--- config.mk ---
export PLATFORM = sky130hd
export DESIGN_NAME = alias_bus_decoder
export DESIGN_NICKNAME = d
export VERILOG_FILES = /design/src/rtl/abd_pkg.sv /design/src/rtl/abd_win_match.sv /design/src/rtl/abd_first_hit.sv /design/src/rtl/abd_rd_format.sv /design/src/rtl/alias_bus_decoder.sv
export SDC_FILE = /design/constraint.sdc
export NUM_CORES = 1
export LEC_CHECK = 0
export BUFFER_PORTS_ARGS = -buffer_cell sky130_fd_sc_hd__buf_4
export CAP_MARGIN = 40
export CORE_AREA = 2 2 151 153
export CTS_BUF_LIST = sky130_fd_sc_hd__clkbuf_4
export DETAILED_ROUTE_END_ITERATION = 10
export DIE_AREA = 0 0 153 155
export PLACE_DENSITY = 0.61
export SKIP_CTS_REPAIR_TIMING = 1
export SLEW_MARGIN = 20
export SYNTH_ARGS = -nofsm -noshare
export SYNTH_HDL_FRONTEND = slang
export SYNTH_SLANG_ARGS = --single-unit
--- constraint.sdc ---
create_clock -name clk -period 5.1 [get_ports clk]
set_input_delay 0.255 -clock clk [delete_from_list [all_inputs] [get_ports clk]]
set_output_delay 0.255 -clock clk [all_outputs]
set_load 0.01 [all_outputs]
--- src/rtl/abd_pkg.sv ---
package abd_pkg;

  // Targets behind the decoder; the index is the bit position in tgt_sel.
  localparam int NTGT    = 9;
  localparam int T_RAM   = 0;
  localparam int T_CROM  = 1;
  localparam int T_BROM  = 2;
  localparam int T_WOREG = 3;
  localparam int T_PAL   = 4;
  localparam int T_GCTL  = 5;
  localparam int T_GRAM  = 6;
  localparam int T_STAT  = 7;
  localparam int T_CTRL  = 8;

  // Which directions a window accepts.
  typedef enum logic [1:0] {
    K_RW    = 2'd0,
    K_RO    = 2'd1,
    K_WO    = 2'd2,
    K_SPLIT = 2'd3   // read reaches status, write reaches control
  } win_kind_e;

endpackage

--- src/rtl/abd_win_match.sv ---
module abd_win_match #(
  parameter int          AW = 24,
  parameter int unsigned LO = 0,
  parameter int unsigned HI = 0
) (
  input  logic [AW-1:0] addr,
  output logic          hit
);
  localparam logic [AW-1:0] LO_A = LO[AW-1:0];
  localparam logic [AW-1:0] HI_A = HI[AW-1:0];

  generate
    if (LO == 0) begin : g_from_zero
      assign hit = (addr <= HI_A);
    end else begin : g_range
      assign hit = (addr >= LO_A) && (addr <= HI_A);
    end
  endgenerate
endmodule

--- src/rtl/abd_first_hit.sv ---
module abd_first_hit #(
  parameter int N  = 4,
  parameter int IW = (N > 1) ? $clog2(N) : 1
) (
  input  logic [N-1:0]  hit,
  output logic          found,
  output logic [IW-1:0] idx
);
  // Lowest index (lowest address) wins when windows overlap.
  always_comb begin
    found = 1'b0;
    idx   = '0;
    for (int i = N - 1; i >= 0; i--) begin
      if (hit[i]) begin
        found = 1'b1;
        idx   = IW'(i);
      end
    end
  end
endmodule

--- src/rtl/abd_rd_format.sv ---
module abd_rd_format #(
  parameter int DW = 32,
  parameter int LW = $clog2(DW / 8)
) (
  input  logic          clk,
  input  logic          rst,
  input  logic          capture,
  input  logic          have_src,
  input  logic [DW-1:0] word,
  input  logic [LW-1:0] lane,
  input  logic [1:0]    size,
  output logic [DW-1:0] rd_data,
  output logic          rd_valid
);
  logic [DW-1:0] mask;
  logic [DW-1:0] shifted;
  logic [DW-1:0] nxt;

  always_comb begin
    case (size)
      2'd0:    mask = DW'(8'hFF);
      2'd1:    mask = DW'(16'hFFFF);
      default: mask = '1;
    endcase
    shifted = word >> {lane, 3'b000};
    nxt     = have_src ? (shifted & mask) : mask;
  end

  always_ff @(posedge clk) begin
    if (rst) begin
      rd_valid <= 1'b0;
      rd_data  <= '0;
    end else begin
      rd_valid <= capture;
      if (capture) rd_data <= nxt;
    end
  end
endmodule

--- src/rtl/alias_bus_decoder.sv ---
module alias_bus_decoder
  import abd_pkg::*;
#(
  parameter int          AW          = 24,
  parameter int          DW          = 32,
  parameter int          RAM_LOG2    = 21,
  parameter int          RAM_MIRRORS = 4,
  parameter int unsigned CROM_BASE   = 32'h0080_0000,
  parameter int unsigned CROM_LAST   = 32'h00DF_FEFF,
  parameter int unsigned BROM_BASE   = 32'h00E0_0000,
  parameter int unsigned BROM_LAST   = 32'h00E1_FFFF,
  parameter int unsigned WOREG_BASE  = 32'h00F0_0028,
  parameter int unsigned PAL_BASE    = 32'h00F0_0400,
  parameter int          PAL_LOG2    = 9,
  parameter int          PAL_COPIES  = 2,
  parameter int unsigned GCTL_BASE   = 32'h00F0_2100,
  parameter int          GCTL_LOG2   = 5,
  parameter int unsigned GRAM_BASE   = 32'h00F0_3000,
  parameter int          GRAM_LOG2   = 12,
  parameter int unsigned ALIAS_DIST  = 32'h0000_8000,
  parameter int unsigned PAIR_BASE   = 32'h00F1_0032,
  parameter int unsigned REG_BYTES   = 2
) (
  input  logic                clk,
  input  logic                rst,
  input  logic [AW-1:0]       bus_addr,
  input  logic                bus_rd,
  input  logic                bus_wr,
  input  logic [1:0]          bus_size,
  output logic [NTGT-1:0]     tgt_sel,
  output logic [AW-1:0]       tgt_offset,
  input  logic [NTGT*DW-1:0]  tgt_rdata,
  output logic [DW-1:0]       rd_data,
  output logic                rd_valid
);
  // Window order follows ascending address; first_hit keeps the lowest.
  localparam int IX_CROM = RAM_MIRRORS;
  localparam int IX_BROM = IX_CROM + 1;
  localparam int IX_WO   = IX_CROM + 2;
  localparam int IX_PAL  = IX_CROM + 3;
  localparam int IX_GCTL = IX_PAL + PAL_COPIES;
  localparam int IX_GRAM = IX_GCTL + 1;
  localparam int IX_GCA  = IX_GCTL + 2;
  localparam int IX_GRA  = IX_GCTL + 3;
  localparam int IX_PAIR = IX_GCTL + 4;
  localparam int NW      = IX_PAIR + 1;
  localparam int IW      = $clog2(NW);
  localparam int TW      = $clog2(NTGT);
  localparam int LW      = $clog2(DW / 8);

  function automatic int unsigned w_base(input int i);
    if (i < IX_CROM)       return i * (32'd1 << RAM_LOG2);
    else if (i == IX_CROM) return CROM_BASE;
    else if (i == IX_BROM) return BROM_BASE;
    else if (i == IX_WO)   return WOREG_BASE;
    else if (i < IX_GCTL)  return PAL_BASE + (i - IX_PAL) * (32'd1 << PAL_LOG2);
    else if (i == IX_GCTL) return GCTL_BASE;
    else if (i == IX_GRAM) return GRAM_BASE;
    else if (i == IX_GCA)  return GCTL_BASE + ALIAS_DIST;
    else if (i == IX_GRA)  return GRAM_BASE + ALIAS_DIST;
    else                   return PAIR_BASE;
  endfunction

  function automatic int unsigned w_span(input int i);
    if (i < IX_CROM)                      return 32'd1 << RAM_LOG2;
    else if (i == IX_CROM)                return CROM_LAST - CROM_BASE + 1;
    else if (i == IX_BROM)                return BROM_LAST - BROM_BASE + 1;
    else if (i == IX_WO)                  return REG_BYTES;
    else if (i < IX_GCTL)                 return 32'd1 << PAL_LOG2;
    else if (i == IX_GCTL || i == IX_GCA) return 32'd1 << GCTL_LOG2;
    else if (i == IX_GRAM || i == IX_GRA) return 32'd1 << GRAM_LOG2;
    else                                  return REG_BYTES;
  endfunction

  function automatic int w_tgt(input int i);
    if (i < IX_CROM)                      return T_RAM;
    else if (i == IX_CROM)                return T_CROM;
    else if (i == IX_BROM)                return T_BROM;
    else if (i == IX_WO)                  return T_WOREG;
    else if (i < IX_GCTL)                 return T_PAL;
    else if (i == IX_GCTL || i == IX_GCA) return T_GCTL;
    else if (i == IX_GRAM || i == IX_GRA) return T_GRAM;
    else                                  return T_STAT;
  endfunction

  function automatic win_kind_e w_kind(input int i);
    if (i < IX_CROM)                      return K_RW;
    else if (i == IX_CROM || i == IX_BROM) return K_RO;
    else if (i == IX_WO)                  return K_WO;
    else if (i < IX_GCA)                  return K_RW;
    else if (i == IX_GCA || i == IX_GRA)  return K_WO;
    else                                  return K_SPLIT;
  endfunction

  logic [NW-1:0] win_hit;
  logic [AW-1:0] base_tab [NW];
  logic [TW-1:0] tgt_tab  [NW];
  win_kind_e     kind_tab [NW];

  generate
    for (genvar gi = 0; gi < NW; gi++) begin : g_win
      abd_win_match #(
        .AW (AW),
        .LO (w_base(gi)),
        .HI (w_base(gi) + w_span(gi) - 1)
      ) u_match (
        .addr (bus_addr),
        .hit  (win_hit[gi])
      );
      assign base_tab[gi] = AW'(w_base(gi));
      assign tgt_tab[gi]  = TW'(w_tgt(gi));
      assign kind_tab[gi] = w_kind(gi);
    end
  endgenerate

  logic          found;
  logic [IW-1:0] win;

  abd_first_hit #(.N(NW), .IW(IW)) u_pick (
    .hit   (win_hit),
    .found (found),
    .idx   (win)
  );

  logic      is_rd, is_wr, allow;
  logic [TW-1:0] tgt;
  win_kind_e kind;

  always_comb begin
    is_rd = bus_rd & ~bus_wr;
    is_wr = bus_wr & ~bus_rd;
    kind  = kind_tab[win];
    case (kind)
      K_RO:    allow = is_rd;
      K_WO:    allow = is_wr;
      default: allow = is_rd | is_wr;
    endcase
    tgt = (kind == K_SPLIT && is_wr) ? TW'(T_CTRL) : tgt_tab[win];
    tgt_sel = '0;
    if (found && allow) tgt_sel[tgt] = 1'b1;
    tgt_offset = found ? (bus_addr - base_tab[win]) : '0;
  end

  logic [DW-1:0] src_word;
  assign src_word = tgt_rdata[int'(tgt) * DW +: DW];

  abd_rd_format #(.DW(DW), .LW(LW)) u_fmt (
    .clk      (clk),
    .rst      (rst),
    .capture  (is_rd),
    .have_src (|tgt_sel),
    .word     (src_word),
    .lane     (tgt_offset[LW-1:0]),
    .size     (bus_size),
    .rd_data  (rd_data),
    .rd_valid (rd_valid)
  );
endmodule

==> flow_metrics.py, run 1 <==
metrics = {
    "placed_design": {
        "hpwl_um": 30490,
        "numPortBuffers": 383,
        "routabilityCongestion": 0.9698,
    },
    "synthesis": {
        "synthTopCellsByArea": "dfxtp_1 11%, nand2_1 8.8%, nor2_1 5.8%",
        "synth-seq-cells": 33,
        "synth_ff_type": "dfxtp_1",
        "synth_warnings": 0,
        "postSynthAreaPerCell_sq_um": 6.684,
        "synth_edf_count": 0,
        "yosysTopAreaCell": "dfxtp_1",
        "seq_area_frac_synth": 0.1080,
        "async_flop_share": 0,
        "synth.most_common_cell": "nand2_1",
        "syn_inst": 915,
        "syn_nets": 1257,
        "synth_top_area_frac": 0.1080,
        "synth_area_sq_um": 6116,
        "synthTopCellsByCount": "143 x nand2_1, 94 x nor2_1, 54 x a21oi_1",
        "ys_types": 95,
    },
    "power_and_ir_drop": {
        "netSwitchingFraction": 0.4451,
        "leakage_nw": 4.418,
        "vdd_drop_max_v": 0.00007716,
        "p_per_area_nw_per_um2": 146.9,
        "combPwrFrac": 0.684,
        "clockPowerShare": 0.105,
        "internal_power_mw": 0.7753,
        "p_sw_mw": 0.6218,
        "seqPwrFrac": 0.211,
    },
    "critical_path": {
        "critPathArrivalTime_ps": 4560,
        "cpMostUsedCell": "o21a_1",
        "critical_path_peak_fanout": 6,
        "crit_path_cell_trace": "buf_4 -> or4_4 -> or4_1 -> nor2_1 -> a21oi_1 -> nand3_1 -> ha_1 -> nand2_1 -> ha_1 -> nor2b_1 -> o21a_1 -> o21ai_2 -> a21boi_0 -> o21a_1 -> o2111ai_2 -> and4_4 -> o21a_1 -> o21bai_1 -> a211oi_1 -> buf_4",
        "crit_path_max_incr_delay_ps": 570,
        "critPathLaunchType": "input pin",
        "cp-end-kind": "output pin",
        "cp.required_ps": 4850,
        "critPathKind": "in -> out",
        "critPathSlowestCell": "or4_4",
    },
    "global_routing": {
        "antenna_found_initial": 3,
        "grt_pass1_vias": 8942,
        "grt_first_pass_wirelength_um": 55190,
        "grt_start_max_net_pins": 61,
        "grt.overflow.total": 0,
        "gr-usage-all-layers": 0.3021,
    },
    "clock_network": {
        "cts_root_buffer": "clkbuf_4",
        "htree_num_levels": 2,
        "cts.sinks": 33,
        "clk_latency_ps": 350,
        "cts_buffers": 5,
        "clockBufferDepth": 2,
        "cts_tree": "done",
        "path_clk_slew_ps": 130,
    },
    "timing": {
        "hold_viol": 0,
        "setup_tns_ps": 0,
        "max_freq_mhz": 207.7,
        "min_period_over_period": 0.9440,
        "worst_pin_slew_ps": 662.0,
        "finalSetupViolCount": 0,
        "max_slew_margin": 0.5525,
        "drv_slew": 0,
        "clock_skew_ps": 0,
        "rsz0062_at_grt": "no",
        "min_period_ps": 4814,
    },
    "worst_hold_path": {
        "hold_path.class": "in -> reg",
    },
    "detailed_routing": {
        "via_per_inst": 5.738,
        "initialDrtViolationCount": 712,
        "drc": 0,
        "ant_nets": 0,
        "dr.pass1.iters": 6,
        "vias": 8985,
        "drt_wl_total_um": 37760,
        "wl_per_cell_um": 24.11,
    },
    "floorplan": {
        "die_h_um": 155,
        "dieArea_sq_um": 23720,
        "num_rows": 55,
        "ios": 384,
        "initial_core_util": 0.2751,
        "die_x_um": 153,
        "core_region_area_sq_um": 22230,
    },
    "layout": {
        "drive_gt1_frac": 0.3823,
        "finish.utilization": 0.4279,
        "syn_to_final_growth_pct": 55.50,
        "layout.nets": 1621,
    },
    "run_status": {
        "status": "finished, final reports clean",
    },
    "run": {
        "maxCapViolCount": 0,
    },
}
[worst paths after layout]
| kind | from | end | slack, ps | depth (start not counted) |
|---|---|---|---|---|
| hold / removal | rst | u_fmt.rd_data[3] | 270 | 2 |
| hold reg to reg | u_fmt.rd_data[24] | u_fmt.rd_data[24] | 490 | 2 |
| setup reg to reg | u_fmt.rd_data[15] | u_fmt.rd_data[15] | 3980 | 4 |
| setup / recovery | bus_addr[19] | tgt_offset[23] | 290 | 20 |
[flip-flops by register name (all words and copies together) (netlist names)]
signal and flops:
u_fmt.rd_data 32, u_fmt.rd_valid 1
[cells in the final DEF (no fill, tap or decap), types with 6 or more instances in the layout]
cell type / n
o211ai_1: 23
nand2_1: 143
a221oi_1: 7
buf_4: 425
inv_1: 21
ha_1: 24
xnor2_1: 6
nand2b_1: 14
dfxtp_1: 33
nor3_1: 32
o21a_1: 6
and3_1: 39
mux2i_1: 35
a31oi_1: 21
o21ai_0: 42
a311o_1: 7
mux2_2: 7
a211oi_1: 22
nand3_1: 46
a2111oi_0: 23
nand4_1: 6
a311oi_1: 10
nor2_1: 94
a21oi_1: 52
o31ai_1: 6
[metal layers]
metal,share of wire,up-vias,wire (um),global-route usage
li1,-,4200,-,-
met1,0.37,4186,13970,0.3494
met2,0.50,496,18760,0.5454
met3,0.084,101,3160,0.06017
met4,0.049,2,1853,0.1235
met5,0.00042,-,16,0
[kinds of logic (layout without fill, tap and decap cells)]
kind of cell | Yosys count | after routing | share of synthesized area
muxes | 44 | 44 | 0.07447
DFF | 33 | 33 | 0.1080
buffers and inverters | 94 | 458 | 0.07140
xor gates and xnor gates | 10 | 10 | 0.01432
adders and majority gates | 24 | 24 | 0.04910
AOI/OAI and AO/OA | 294 | 294 | 0.3578
other | 0 | 2 | 0
and+or+nand+nor | 416 | 416 | 0.3249
[worst max-delay path, delay by kind of cell]
kind,cells,cell delay [ps]
and+or+nand+nor,7,1930
AOI/OAI and AO/OA,9,1550
adders and majority gates,2,510
buffers and inverters,2,300
[power by group through the flow]
stage / clock [mW] / sequential, mW / combinational (mW)
6_report: 0.146 / 0.295 / 0.956
5_1_grt: 0.154 / 0.297 / 1.02
4_1_cts: 0.145 / 0.294 / 0.946
3_5_place_dp: 0 / 0.300 / 0.943
3_3_place_gp: 0 / 0.300 / 0.941
2_1_floorplan: 0 / 0.303 / 0.457
[metrics by stage]
stage	power, mW	area (sq um)	hold slack (ps)	worst slack, ps	instances
2_1_floorplan	0.7600	6116	495.3	322.3	915
3_3_place_gp	1.242	9440	469.4	186.5	1557
3_5_place_dp	1.242	9440	470.7	104.8	1557
4_1_cts	1.385	9489	259.3	74.40	1564
5_1_grt	1.473	9510	270.1	57.10	1566
6_report	1.397	9510	270.6	285.8	1566
[cell type report]
type	count	area [sq um]
timing repair buffer	430	3291
multi-input combinational	788	5070
inverter	21	78.83
tap	285	356.6
clock buffer	5	37.54
fill	2376	12720
clock inverter	2	11.26
sequential	33	660.6
antenna	2	5.005
(Power assumes the default switching activity.)
==> run 2, diff against run 1 <==
--- a/config.mk
+++ b/config.mk
@@ -11,7 +11,6 @@
 export CTS_BUF_LIST = sky130_fd_sc_hd__clkbuf_4
 export DETAILED_ROUTE_END_ITERATION = 10
 export DIE_AREA = 0 0 153 155
-export PLACE_DENSITY = 0.61
 export SKIP_CTS_REPAIR_TIMING = 1
 export SLEW_MARGIN = 20
 export SYNTH_ARGS = -nofsm -noshare
==> run 2 against run 1 <==
Net effect:
- maximum frequency down 0.13%
- utilization increased by 0.051 points
- highest routed layer is now met4
- die area unchanged
- worst hold slack worse by 15 ps
- count of clock-buffer cells in the layout increased by 1
- largest cell class unchanged
- largest power group unchanged
- worst setup slack got worse by 6.5 ps
- critical path depth is 1 higher
- final area up 0.12%
- clock skew unchanged
- non-clock buffer count up 2
==> flow_metrics.py, run 2 (same netlist as run 1, synthesis figures left out) <==
metrics = {
    "floorplan": {
        "initial_core_util": 0.2751,
        "num_rows": 55,
        "core_region_area_sq_um": 22230,
        "die_h_um": 155,
        "die_x_um": 153,
        "ios": 384,
        "dieArea_sq_um": 23720,
    },
    "layout": {
        "instances_no_fill": 1569,
        "fill_cells": 2362,
        "largest_register_ffs": 32,
        "drive_gt1_frac": 0.3830,
        "multi_input_area_sq_um": 5060,
        "syn_to_final_growth_pct": 55.69,
        "finalInstanceArea_sq_um": 9522,
        "layout_common_cells": "427 x buf_4, 143 x nand2_1, 94 x nor2_1",
        "layout.nets": 1623,
        "largest_registers": "u_fmt.rd_data x32, u_fmt.rd_valid x1",
        "final-seq-area_sq_um": 660.6,
        "final_common_cell": "buf_4",
        "regMostFlops": "u_fmt.rd_data",
    },
    "critical_path": {
        "path_buf_inv": 2,
        "crit_path_cell_trace": "buf_4 -> or4_4 -> or3_1 -> nand2b_1 -> nand2_1 -> o21ai_0 -> nand3_2 -> ha_1 -> nand2_1 -> ha_1 -> nor2b_1 -> o21a_1 -> o21ai_1 -> a21boi_0 -> o21a_1 -> o2111ai_1 -> and4_2 -> o21a_1 -> o21bai_1 -> a211oi_1 -> buf_4",
        "cp.required_ps": 4850,
        "critPathLaunchType": "input pin",
        "crit_path_max_incr_delay_ps": 580,
        "r2r_slack_ps": 4030,
        "reg2reg_from": "u_fmt.rd_data[15]",
        "crit_family": "simple AND/OR/NAND/NOR gates",
        "reg2regPathDepth": 4,
        "critPathArrivalTime_ps": 4570,
        "critical_path_peak_fanout": 6,
        "critPathSlowestCell": "or4_4",
        "critPathKind": "in -> out",
        "cp-end-kind": "output pin",
        "cpMostUsedCell": "o21a_1",
        "r2r_end": "u_fmt.rd_data[15]",
    },
    "run_status": {
        "status": "finished, final reports clean",
    },
    "timing": {
        "hold_viol": 0,
        "max_freq_mhz": 207.4,
        "fin_hold_ws_ps": 255.3,
        "min_period_over_period": 0.9452,
        "drv_slew": 0,
        "min_period_ps": 4821,
        "worst_pin_slew_ps": 790.0,
        "max_slew_margin": 0.4733,
        "setup_tns_ps": 0,
        "rsz0062_at_grt": "no",
        "finalSetupViolCount": 0,
        "clock_skew_ps": 0,
    },
    "detailed_routing": {
        "drc": 0,
        "wl_per_cell_um": 23.71,
        "initialDrtViolationCount": 671,
        "drt_wl_total_um": 37200,
        "vias": 9039,
        "via_per_inst": 5.761,
        "ant_nets": 0,
        "dr.pass1.iters": 5,
    },
    "placed_design": {
        "numPortBuffers": 383,
        "dp.cells": 1559,
        "placed_cell_area_sq_um": 9455,
        "hpwl_um": 30130,
        "routabilityCongestion": 0.9709,
    },
    "worst_hold_path": {
        "holdPathEnd": "u_fmt.rd_valid",
        "min_path_cells": 2,
        "hold_path.class": "in -> reg",
        "min_from": "rst",
    },
    "global_routing": {
        "grt_start_max_net_pins": 49,
        "grt_first_pass_wirelength_um": 54080,
        "gr-usage-all-layers": 0.2956,
        "grt.overflow.total": 0,
        "antenna_found_initial": 2,
        "grt_pass1_vias": 9038,
    },
    "clock_network": {
        "cts_tree": "done",
        "path_clk_slew_ps": 110,
        "htree_num_levels": 2,
        "cts.sinks": 33,
        "clockBufferDepth": 2,
        "cts_buffers": 5,
        "cts_root_buffer": "clkbuf_4",
        "clk_latency_ps": 350,
    },
    "power_and_ir_drop": {
        "leakage_nw": 4.436,
        "vdd_drop_max_v": 0.00009265,
        "total_power_mw": 1.401,
        "p_per_area_nw_per_um2": 147.1,
    },
    "run": {
        "maxCapViolCount": 0,
    },
}
-- run 2: worst max-delay path by stage --
stage	slack, ps	to	depth (start not counted)	startpoint
CTS	140	tgt_offset[23]	20	bus_addr[19]
global placement	190	tgt_offset[23]	20	bus_addr[19]
floorplan	320	u_fmt.rd_data[6]	23	bus_addr[11]
detailed placement	170	tgt_offset[23]	20	bus_addr[19]
global route	50	tgt_offset[23]	21	bus_addr[19]
finish	280	tgt_offset[23]	21	bus_addr[19]
-- run 2: final cells by class --
cell class / instances / share of cell area
Antenna cell: 2 / 0.0005256
Clock buffer: 6 / 0.004731
Clock inverter: 2 / 0.001051
Inverter: 21 / 0.008279
Multi-Input combinational cell: 788 / 0.5314
Sequential cell: 33 / 0.06938
Tap cell: 285 / 0.03745
Timing Repair Buffer: 432 / 0.3472
-- run 2: metrics by stage --
| stage | util | setup slack (ps) |
|---|---|---|
| 2_1_floorplan | - | 322.3 |
| 3_3_place_gp | 0.4254 | 191.2 |
| 3_5_place_dp | 0.4254 | 172.3 |
| 4_1_cts | 0.4279 | 140.3 |
| 5_1_grt | 0.4283 | 53.73 |
| 6_report | 0.4284 | 279.4 |
-- run 2: power by group --
group	internal [mW]	switching (mW)
registers	0.278	0.0162
logic	0.448	0.500
clock network	0.0579	0.101
total	0.784	0.616
-- run 2: routing by layer --
layer | vias up | GRT usage | share of wire
met5 | - | 0 | 0
met4 | 0 | 0.1182 | 0.043
met3 | 87 | 0.05042 | 0.080
met2 | 489 | 0.5462 | 0.51
met1 | 4251 | 0.3382 | 0.36
li1 | 4212 | - | -
